File: config.mk
export PLATFORM = sky130hd
export DESIGN_NAME = scroll_fetch_gen
export DESIGN_NICKNAME = d
export VERILOG_FILES = /design/src/rtl/scroll_fetch_pkg.sv /design/src/rtl/scrl_size_dec.sv /design/src/rtl/scrl_hs_addr.sv /design/src/rtl/scrl_wrap.sv /design/src/rtl/scroll_fetch_gen.sv
export SDC_FILE = /design/constraint.sdc
export NUM_CORES = 1
export LEC_CHECK = 0
export BUFFER_PORTS_ARGS = -buffer_cell sky130_fd_sc_hd__clkbuf_2
export CAP_MARGIN = 20
export CORE_MARGIN = 5
export CORE_UTILIZATION = 30
export CTS_BUF_LIST = sky130_fd_sc_hd__clkbuf_4 sky130_fd_sc_hd__clkbuf_8 sky130_fd_sc_hd__clkbuf_16
export DETAILED_ROUTE_END_ITERATION = 10
export PLACE_DENSITY = 0.51
export SLEW_MARGIN = 20
export SYNTH_ARGS = -nofsm -noshare
export SYNTH_HDL_FRONTEND = slang
export SYNTH_SLANG_ARGS = --single-unit
File: constraint.sdc
create_clock -name clk -period 2.4 [get_ports clk]
set_input_delay 0.12 -clock clk [delete_from_list [all_inputs] [get_ports clk]]
set_output_delay 0.12 -clock clk [all_outputs]
set_load 0.02 [all_outputs]
File: src/rtl/scroll_fetch_pkg.sv
package scroll_fetch_pkg;
  typedef enum logic [1:0] {
    HSM_SCREEN = 2'b00,
    HSM_RSVD   = 2'b01,
    HSM_BAND   = 2'b10,
    HSM_LINE   = 2'b11
  } hs_mode_e;

  // log2 of the plane extent in units of 32 cells
  function automatic logic [1:0] size_shift(input logic [1:0] code);
    case (code)
      2'b01:   size_shift = 2'd1;
      2'b11:   size_shift = 2'd2;
      default: size_shift = 2'd0;
    endcase
  endfunction
endpackage

File: src/rtl/scrl_size_dec.sv
module scrl_size_dec
  import scroll_fetch_pkg::*;
#(
  parameter int SCR_W = 10
) (
  input  logic [1:0]       size_w,
  input  logic [1:0]       size_h,
  output logic [SCR_W-1:0] w_mask,
  output logic [SCR_W-1:0] h_mask
);
  localparam int BASE_PIX = 256;

  logic [1:0] sh_w, sh_h, sh_h_eff;
  logic [2:0] sh_sum;

  always_comb begin
    sh_w   = size_shift(size_w);
    sh_h   = size_shift(size_h);
    sh_sum = {1'b0, sh_w} + {1'b0, sh_h};
    // product above 4096 cells once the combined shift reaches 3
    sh_h_eff = (sh_sum >= 3'd3) ? 2'd0 : sh_h;
    w_mask = SCR_W'((BASE_PIX << sh_w) - 1);
    h_mask = SCR_W'((BASE_PIX << sh_h_eff) - 1);
  end
endmodule

File: src/rtl/scrl_hs_addr.sv
module scrl_hs_addr
  import scroll_fetch_pkg::*;
#(
  parameter int LINE_W = 9,
  parameter int BASE_W = 6,
  parameter int ADDR_W = BASE_W + 10
) (
  input  logic [LINE_W-1:0] line_num,
  input  logic              plane_b,
  input  logic [1:0]        hs_mode,
  input  logic [BASE_W-1:0] hs_base,
  output logic [ADDR_W-1:0] hs_addr
);
  localparam int BAND_BITS = 3;

  logic [LINE_W-1:0] entry;

  always_comb begin
    case (hs_mode_e'(hs_mode))
      HSM_BAND: entry = {line_num[LINE_W-1:BAND_BITS], {BAND_BITS{1'b0}}};
      HSM_LINE: entry = line_num;
      default:  entry = '0;
    endcase
    hs_addr = ADDR_W'({hs_base, 10'b0})
            + (ADDR_W'(entry) << 2)
            + (ADDR_W'(plane_b) << 1);
  end
endmodule

File: src/rtl/scrl_wrap.sv
module scrl_wrap #(
  parameter int LINE_W = 9,
  parameter int COL_W  = 6,
  parameter int SCR_W  = 10
) (
  input  logic [COL_W-1:0]  col_idx,
  input  logic [LINE_W-1:0] line_num,
  input  logic [SCR_W-1:0]  hs_val,
  input  logic [SCR_W-1:0]  vs_val,
  input  logic [SCR_W-1:0]  w_mask,
  input  logic [SCR_W-1:0]  h_mask,
  output logic [SCR_W-1:0]  plane_x,
  output logic [SCR_W-1:0]  plane_y
);
  logic [SCR_W-1:0] scr_x;

  always_comb begin
    scr_x   = SCR_W'({col_idx, 4'b0000});
    plane_x = (scr_x - hs_val) & w_mask;
    plane_y = (SCR_W'(line_num) + vs_val) & h_mask;
  end
endmodule

File: src/rtl/scroll_fetch_gen.sv
module scroll_fetch_gen #(
  parameter int LINE_W = 9,
  parameter int COL_W  = 6,
  parameter int BASE_W = 6,
  parameter int SCR_W  = 10,
  localparam int ADDR_W = BASE_W + 10,
  localparam int VS_W   = COL_W + 1
) (
  input  logic              clk,
  input  logic              rst,
  input  logic              in_valid,
  input  logic [LINE_W-1:0] line_num,
  input  logic [COL_W-1:0]  col_idx,
  input  logic              plane_b,
  input  logic [1:0]        hs_mode,
  input  logic              vs_mode,
  input  logic [BASE_W-1:0] hs_base,
  input  logic [1:0]        size_w,
  input  logic [1:0]        size_h,
  input  logic [SCR_W-1:0]  hs_val,
  input  logic [SCR_W-1:0]  vs_val,
  output logic              out_valid,
  output logic [ADDR_W-1:0] hs_addr,
  output logic [VS_W-1:0]   vs_index,
  output logic [SCR_W-1:0]  plane_x,
  output logic [SCR_W-1:0]  plane_y
);
  logic [SCR_W-1:0]  w_mask, h_mask, px_n, py_n;
  logic [ADDR_W-1:0] addr_n;
  logic [VS_W-1:0]   vsi_n;

  scrl_size_dec #(.SCR_W(SCR_W)) size_i (
    .size_w(size_w), .size_h(size_h), .w_mask(w_mask), .h_mask(h_mask)
  );

  scrl_hs_addr #(.LINE_W(LINE_W), .BASE_W(BASE_W), .ADDR_W(ADDR_W)) hsa_i (
    .line_num(line_num), .plane_b(plane_b), .hs_mode(hs_mode),
    .hs_base(hs_base), .hs_addr(addr_n)
  );

  scrl_wrap #(.LINE_W(LINE_W), .COL_W(COL_W), .SCR_W(SCR_W)) wrap_i (
    .col_idx(col_idx), .line_num(line_num), .hs_val(hs_val), .vs_val(vs_val),
    .w_mask(w_mask), .h_mask(h_mask), .plane_x(px_n), .plane_y(py_n)
  );

  always_comb begin
    vsi_n = vs_mode ? {col_idx, plane_b} : VS_W'(plane_b);
  end

  always_ff @(posedge clk) begin
    if (rst) begin
      out_valid <= 1'b0;
    end else begin
      out_valid <= in_valid;
    end
  end

  always_ff @(posedge clk) begin
    if (in_valid) begin
      hs_addr  <= addr_n;
      vs_index <= vsi_n;
      plane_x  <= px_n;
      plane_y  <= py_n;
    end
  end
endmodule

==> results of run 1 <==
cell usage in the layout (no fill, tap or decap), drive strengths merged, types with 3 or more instances in the layout:
cell and n:
a21oi 6, edfxtp 41, nand4b 3, o21ai 4, nor2 7, inv 10, nand2 6, and2 13
nor3 3, nand3 7, xor2 5, nor2b 4, a21o 6, clkbuf 99, xnor2 11, and3 4
o21a 3, ha 18
through the flow:
stage	utilization, %	setup slack, ns	area, µm²
2_1_floorplan	-	0.721	2280
3_3_place_gp	39.2	0.529	2870
3_5_place_dp	39.2	0.482	2870
4_1_cts	41.3	0.800	3030
5_1_grt	41.3	0.676	3030
6_report	41.3	0.794	3030
worst paths after layout:
path | slack [ns] | cells after the start | to | from
setup / recovery | 0.79 | 8 | plane_y[8] | line_num[0]
hold / removal | 0.09 | 1 | plane_x[0] | hs_val[0]
logic make-up (layout without fill, tap and decap cells):
kind of cell             after synthesis  count (layout)
AO/OA/AOI/OAI                         30              30
buffers and inverters                 12             116
flip-flops                            42              42
XOR/XNOR                              16              16
AND/OR/NAND/NOR                       55              55
adder cells (fa/ha/maj)               20              20
other                                  1               1
cells in the mapped netlist (2+ instances only):
master | count | area share (%)
a211oi_1 | 2 | 0.66
a21o_1 | 6 | 2.0
a21oi_1 | 5 | 1.1
a31oi_1 | 2 | 0.55
and2_1 | 13 | 3.6
and3_1 | 4 | 1.1
buf_4 | 2 | 0.66
edfxtp_1 | 41 | 54
fa_1 | 2 | 1.8
ha_1 | 18 | 9.9
inv_1 | 10 | 1.6
nand2_1 | 6 | 0.99
nand3_1 | 7 | 1.5
nand4b_1 | 2 | 0.77
nor2_1 | 7 | 1.2
nor2b_1 | 4 | 1.1
nor3_1 | 3 | 0.66
nor4b_1 | 2 | 0.77
o21a_1 | 3 | 0.99
o21ai_0 | 2 | 0.44
xnor2_1 | 11 | 4.2
xor2_1 | 5 | 1.9
cell type report:
type                       count  area [µm²]
fill                         709        4300
sequential                    42        1250
multi-input combinational    122         976
timing repair buffer          98         505
tap                           99         124
clock buffer                   5        68.8
clock inverter                 3        63.8
inverter                      10        37.5
registers in the layout, summed over array words and instances (netlist names):
name	flops
out_valid	1
vs_index	6
plane_x	10
plane_y	10
hs_addr	15
critical path, cell delays in order:
cell and delay (ns):
clkbuf_2 0.09, ha_1 0.21, fa_1 0.43, a211oi_1 0.24, nor2_1 0.13, o21ai_2 0.16, xnor2_1 0.08, and4b_1 0.19
power breakdown:
part | switching [µW] | internal, µW
clock | 239 | 412
combinational | 269 | 175
sequential | 20.2 | 896
routing by layer:
layer,up-vias,wire length [µm]
met3,2,296
met1,786,2370
met2,54,2410
met5,-,0
met4,0,40
li1,871,-
==> metrics, run 1 <==
maximum number of pins on one net before global-route repair 20; Placed Instances 369; period utilisation layout 66.9%; arrival time at the worst endpoint 1.66 ns; final setup violating endpoints 0; Top-Level Pins 96; adder and majority cell fraction of the synthesized area 11.6%; input/output buffers 94; Die ar. 9440 µm²; Root Buffer Master clkbuf_8; detail-routed via count per cell 4.52; antenna violation net count after detailed routing 0; Setup crit start kind primary input; final count of pins violating max slew 0; Post-route DRC 0; Total GRT Usage 11.0%; Total Power Consumption 2010 µW; number of buffers created by CTS 5; compound-gate portion of the synthesized area 9.44%; actual transition at the worst max-transition pin 0.546 ns; DIE HEIGHT 97.2 µm; Yosys warning total 0; post-route insts no fill 379; number of detailed-routing iterations run before antenna repair 4; setup repair after global routing missed its margin no; post-cts resize count 0; number of antenna violations at the first check in global routing 0; placeable core area 7330 µm²; max_cap viols 0; post-synthesis sequential element count 42; routing usage on met3 2.87%; crit path kind in2reg; share of cells above drive strength 1 38.2%; CP Max Fanout 3; met1 layer usage reported by global route 14.4%; post-synth cell types 41; combinational family with the most area after synthesis simple AND/OR/NAND/NOR gates; Simple-Gate Fraction of Synth Area 15.4%; worst vdd rail ir drop 334 µV; worst hold-check slack 0.0907 ns; via total after detailed routing 1713; number of buffers inserted by post-CTS setup repair 0; P_leak 0.00137 µW; final routed wirelength across all metal layers 5110 µm; width of the chip 97.2 µm; Post-CTS Hold Buffers 2; final period demand of the worst path 1.61 ns; PD cells 665 nW/µm²; Cells after Synth 176; netlist area before placement 2280 µm²; Diodes inserted 0; H-tree depth reported by CTS 2; final hold violation count 0; Wirelength per Cell 13.5 µm; starting density of the core 31.1%; worst relative slew slack 63.6%; Area growth, synth to finish 32.8%; via count of the first global-routing pass 1743; wire length of the first global-routing pass 8430 µm; Final nets 351; FMAX 623 MHz; Clock Sinks 42; status finished clean; required time at the endpoint of the critical path 2.45 ns; Clock transition at path regs 0.08 ns; number of enable flip-flop cells after synthesis 41; proportion of synthesized chip area in sequential cells 54.9%; busiest layer in global routing met2; maximum clock insertion buffer count 2; min-delay worst type in2reg; Avg Inst Size Synth 13.0 µm²; share of async-settable or async-resettable flops after synthesis 0%; clock tree from TritonCTS built; total congestion overflow after global routing 0; global placer's final weighted congestion 0.730; Post-synth top flop edfxtp_1; DP HPWL 4170 µm; share of the synthesized netlist area taken by xor and xnor gates 6.15%; element type at the critical path end flop; Sum Neg Setup Slack 0 ns; met2 usage in global routing 17.9%; First DRT Iteration DRCs 50; total number of placement rows 31; multiplexer share of the synthesized area 0%; Synth Net Count 248
(Power assumes the default switching activity.)
==> run 2: changes to the inputs <==
Settings changed: PLACE_DENSITY 0.51 to 0.53.
Clock period 2.4 ns to 1.3 ns, I/O delays scaled along.
==> metrics, run 2 (synthesized netlist as in run 1, its figures left out) <==
starting density of the core 31.1% (unchanged); wire length of the first global-routing pass 8580 µm (was 8430 µm); width of the chip 97.2 µm (unchanged); Post-route DRC 0 (unchanged); First DRT Iteration DRCs 52 (was 50); required time at the endpoint of the critical path 1.36 ns (was 2.45 ns); Diodes inserted 0 (unchanged); antenna violation net count after detailed routing 0 (unchanged); Sum Neg Setup Slack 0 ns (unchanged); final setup violating endpoints 0 (unchanged); design area 3320 µm² (was 3030 µm²); final period demand of the worst path 1.28 ns; most frequent cells in the layout clkbuf_2 (92), edfxtp_1 (41), buf_4 (31) (was clkbuf_2 (94), edfxtp_1 (41), ha_1 (18)); CP Max Fanout 3 (unchanged); post-route insts no fill 409 (was 379); worst vdd rail ir drop 400 µV (was 334 µV); P_leak 0.00153 µW (was 0.00137 µW); Placed Area 3140 µm² (was 2870 µm²); Setup crit start kind primary input (unchanged); PD cells 1160 nW/µm² (was 665 nW/µm²); Clock transition at path regs 0.09 ns (was 0.08 ns); crit path kind in2reg (unchanged); final count of pins violating max slew 0 (unchanged); share of cells above drive strength 1 46.5% (was 38.2%); Final nets 381 (was 351); arrival time at the worst endpoint 1.34 ns (was 1.66 ns); maximum number of pins on one net before global-route repair 43 (was 20); total congestion overflow after global routing 0 (unchanged); number of antenna violations at the first check in global routing 0 (unchanged); H-tree depth reported by CTS 2 (unchanged); final routed wirelength across all metal layers 5400 µm (was 5110 µm); number of buffers created by CTS 5 (unchanged); setup repair after global routing missed its margin yes (was no); Top-Level Pins 96 (unchanged); Total Power Consumption 3860 µW (was 2010 µW); period utilisation layout 98.7%; Die ar. 9440 µm² (unchanged); flip-flop count of the largest register after layout 15 (unchanged); Area growth, synth to finish 45.8% (was 32.8%); via count of the first global-routing pass 1809 (was 1743); Wirelength per Cell 13.2 µm (was 13.5 µm); maximum clock insertion buffer count 2 (unchanged); via total after detailed routing 1788 (was 1713); global placer's final weighted congestion 0.763 (was 0.730); final hold violation count 0 (unchanged); largest stage delay on the critical path 0.34 ns (was 0.43 ns); number of detailed-routing iterations run before antenna repair 4 (unchanged); DIE HEIGHT 97.2 µm (unchanged); Root Buffer Master clkbuf_8 (unchanged); most common library cell in the layout ignoring fill and taps clkbuf_2 (unchanged); Largest Register hs_addr (unchanged); Clock Sinks 42 (unchanged); element type at the critical path end flop (unchanged); detail-routed via count per cell 4.37 (was 4.52); Worst path slowest cell fa_2 (was fa_1); Total GRT Usage 11.5% (was 11.0%); DP HPWL 4270 µm (was 4170 µm); FMAX 779 MHz; status finished clean (unchanged); placeable core area 7330 µm² (unchanged); min-delay worst type in2reg (unchanged); Largest regs hs_addr: 15 flops, plane_x: 10 flops, plane_y: 10 flops (unchanged); max_cap viols 0 (unchanged); input/output buffers 94 (unchanged); Placed Instances 398 (was 369); ordered list of cells on the worst path buf_8 > ha_4 > fa_2 > a211oi_2 > nor2_2 > o21ai_2 > xnor2_1 > and4b_1 (was clkbuf_2 > ha_1 > fa_1 > a211oi_1 > nor2_1 > o21ai_2 > xnor2_1 > and4b_1); clock tree from TritonCTS built (unchanged); total number of placement rows 31 (unchanged)
## run 2: final cells by class
type	count	area [µm²]
multi-input cells	122	1020
clock buffers	5	68.8
flip-flops and latches	42	1250
well taps	99	124
fillers	707	4010
repair buffers	128	759
clock inverters	3	63.8
inverters	10	37.5
## run 2: what timing repair did
action	4_1_cts	5_1_grt
pin swaps	2	0
resized for setup	1	4
hold buffers	2	0
endpoints found under the setup margin	2	3
buffers inserted	1	0
gates cloned	0	0
endpoints found under the hold margin	2	0
## run 2: routing by layer
metal  wire (µm)  vias to the layer above  track usage, %
li1            -                      920               -
met3         361                        6            4.38
met1        2160                      812            12.6
met5           0                        -               0
met4          76                        0            3.89
met2        2800                       50            20.2
## run 2: critical path: cells and delay by family
family	cells	cell delay [ns]
xor+xnor	1	0.08
simple gates	2	0.25
buf+inv	1	0.10
compound gates	2	0.34
fa+ha+maj	2	0.49
## run 2: report_power, final
| part | leakage [µW] | internal [µW] | switching (µW) |
|---|---|---|---|
| clock | 0.0000658 | 760 | 466 |
| combinational | 0.00105 | 420 | 522 |
| sequential | 0.000407 | 1650 | 36.3 |
| total | 0.00153 | 2830 | 1020 |
## run 2: through the flow
| stage | hold slack (ns) | util, % | worst slack [ns] |
|---|---|---|---|
| 2_1_floorplan | 0.137 | - | -0.188 |
| 3_3_place_gp | 0.228 | 42.8 | -0.396 |
| 3_5_place_dp | 0.241 | 42.8 | -0.413 |
| 4_1_cts | 0.0495 | 45.1 | -0.00397 |
| 5_1_grt | 0.0235 | 45.3 | -0.00689 |
| 6_report | 0.0400 | 45.3 | 0.0170 |
## run 2: final timing paths
path / startpoint / to / slack [ns] / cells past startpoint
max: line_num[0] / plane_y[8] / 0.02 / 8
min: vs_val[0] / plane_y[0] / 0.04 / 2
==> run 3: changes to the inputs <==
Settings changed: HOLD_SLACK_MARGIN set to 0.1.
==> metrics, run 3 (synthesized netlist as in run 1, its figures left out) <==
crit path kind in2reg (unchanged); most common library cell in the layout ignoring fill and taps clkbuf_2 (unchanged); final routed wirelength across all metal layers 5620 µm (was 5400 µm); maximum clock insertion buffer count 2 (unchanged); width of the chip 97.2 µm (unchanged); clock tree from TritonCTS built (unchanged); share of cells above drive strength 1 43.8% (was 46.5%); element type at the critical path end flop (unchanged); starting density of the core 31.1% (unchanged); final period demand of the worst path 1.29 ns (was 1.28 ns); final setup violating endpoints 0 (unchanged); design area 3540 µm² (was 3320 µm²); Wirelength per Cell 13.1 µm (was 13.2 µm); arrival time at the worst endpoint 1.34 ns (about the same); detail-routed via count per cell 4.36 (was 4.37); via count of the first global-routing pass 1871 (was 1809); worst vdd rail ir drop 425 µV (was 400 µV); Die ar. 9440 µm² (unchanged); post-route insts no fill 430 (was 409); total congestion overflow after global routing 0 (unchanged); antenna violation net count after detailed routing 0 (unchanged); max_cap viols 0 (unchanged); Largest Register hs_addr (unchanged); total number of placement rows 31 (unchanged); status finished clean (unchanged); First DRT Iteration DRCs 47 (was 52); placeable core area 7330 µm² (unchanged); number of detailed-routing iterations run before antenna repair 4 (unchanged); Clock Sinks 42 (unchanged); final count of pins violating max slew 0 (unchanged); setup repair after global routing missed its margin yes (unchanged); Filler Cell Count 697 (was 707); final hold violation count 0 (unchanged); Placed Instances 398 (unchanged); Diodes inserted 0 (unchanged); P_leak 0.00161 µW (was 0.00153 µW); worst setup path start line_num[0] (unchanged); Final nets 402 (was 381); hold path startpoint hs_mode[1] (was vs_val[0]); number of antenna violations at the first check in global routing 0 (unchanged); CP Max Fanout 3 (unchanged); H-tree depth reported by CTS 2 (unchanged); global placer's final weighted congestion 0.763 (unchanged); maximum number of pins on one net before global-route repair 43 (unchanged); Setup crit start kind primary input (unchanged); Largest regs hs_addr: 15 flops, plane_x: 10 flops, plane_y: 10 flops (unchanged); period utilisation layout 99.0% (was 98.7%); Post-route DRC 0 (unchanged); Top-Level Pins 96 (unchanged); required time at the endpoint of the critical path 1.35 ns (was 1.36 ns); Placed Area 3140 µm² (unchanged); flip-flop count of the largest register after layout 15 (unchanged); wire length of the first global-routing pass 8850 µm (was 8580 µm); Total GRT Usage 11.8% (was 11.5%); number of buffers created by CTS 5 (unchanged); via total after detailed routing 1875 (was 1788); Area growth, synth to finish 55.4% (was 45.8%); DP HPWL 4270 µm (unchanged); min-delay worst type in2reg (unchanged); Clock transition at path regs 0.08 ns (was 0.09 ns); Root Buffer Master clkbuf_8 (unchanged); most frequent cells in the layout clkbuf_2 (92), edfxtp_1 (41), buf_4 (31) (unchanged); input/output buffers 94 (unchanged); PD cells 1110 nW/µm² (was 1160 nW/µm²); FMAX 777 MHz (was 779 MHz); DIE HEIGHT 97.2 µm (unchanged)
## run 3: timing repair
action | CTS | global route
endpoints found under the setup margin | 2 | 4
hold endpoints to repair | 22 | 1
buffers inserted | 1 | 0
gates resized for setup | 1 | 5
pin swaps | 2 | 0
cloned | 0 | 0
hold buffers | 22 | 1
## run 3: worst max-delay path, cell delays in order
cell and delay [ns]:
buf_8 0.10, ha_4 0.15, fa_2 0.35, a211oi_2 0.21, nor2_2 0.09, o21ai_2 0.13, xnor2_1 0.08, and4b_1 0.16
## run 3: final cells by class
cell class / count / area (µm²) / area share [%]
Tap cell: 99 / 124 / 3.50
Timing Repair Buffer: 149 / 970 / 27.4
Multi-Input combinational cell: 122 / 1030 / 29.0
Clock inverter: 3 / 63.8 / 1.80
Inverter: 10 / 37.5 / 1.06
Clock buffer: 5 / 68.8 / 1.94
Sequential cell: 42 / 1250 / 35.3
## run 3: through the flow
stage          total power [µW]  hold slack [ns]  utilization [%]  worst slack [ns]  TNS [ns]
5_1_grt                    4140            0.123             48.3           -0.0104   -0.0104
4_1_cts                    3970           0.0944             47.9          -0.00397  -0.00397
3_3_place_gp               2650            0.228             42.8            -0.396     -1.55
6_report                   3920            0.130             48.3            0.0130         0
2_1_floorplan              2230            0.137                -            -0.188    -0.362
3_5_place_dp               2660            0.241             42.8            -0.413     -1.53
## run 3: final timing paths
check,cells after the start,end
worst max-delay path,8,plane_y[8]
worst min-delay path,2,hs_addr[8]
## run 3: metal layers
layer | wire [µm] | vias to the layer above | GRT usage [%]
met5 | 0 | - | 0
met4 | 76 | 0 | 3.89
met3 | 376 | 6 | 4.38
met2 | 2940 | 50 | 21.0
met1 | 2230 | 857 | 12.9
li1 | - | 962 | -
## run 3: power breakdown
group          leakage, µW  switching (µW)  internal [µW]
logic              0.00114             534            464
registers         0.000407            36.3           1650
clock network    0.0000658             468            760
total              0.00161            1040           2880
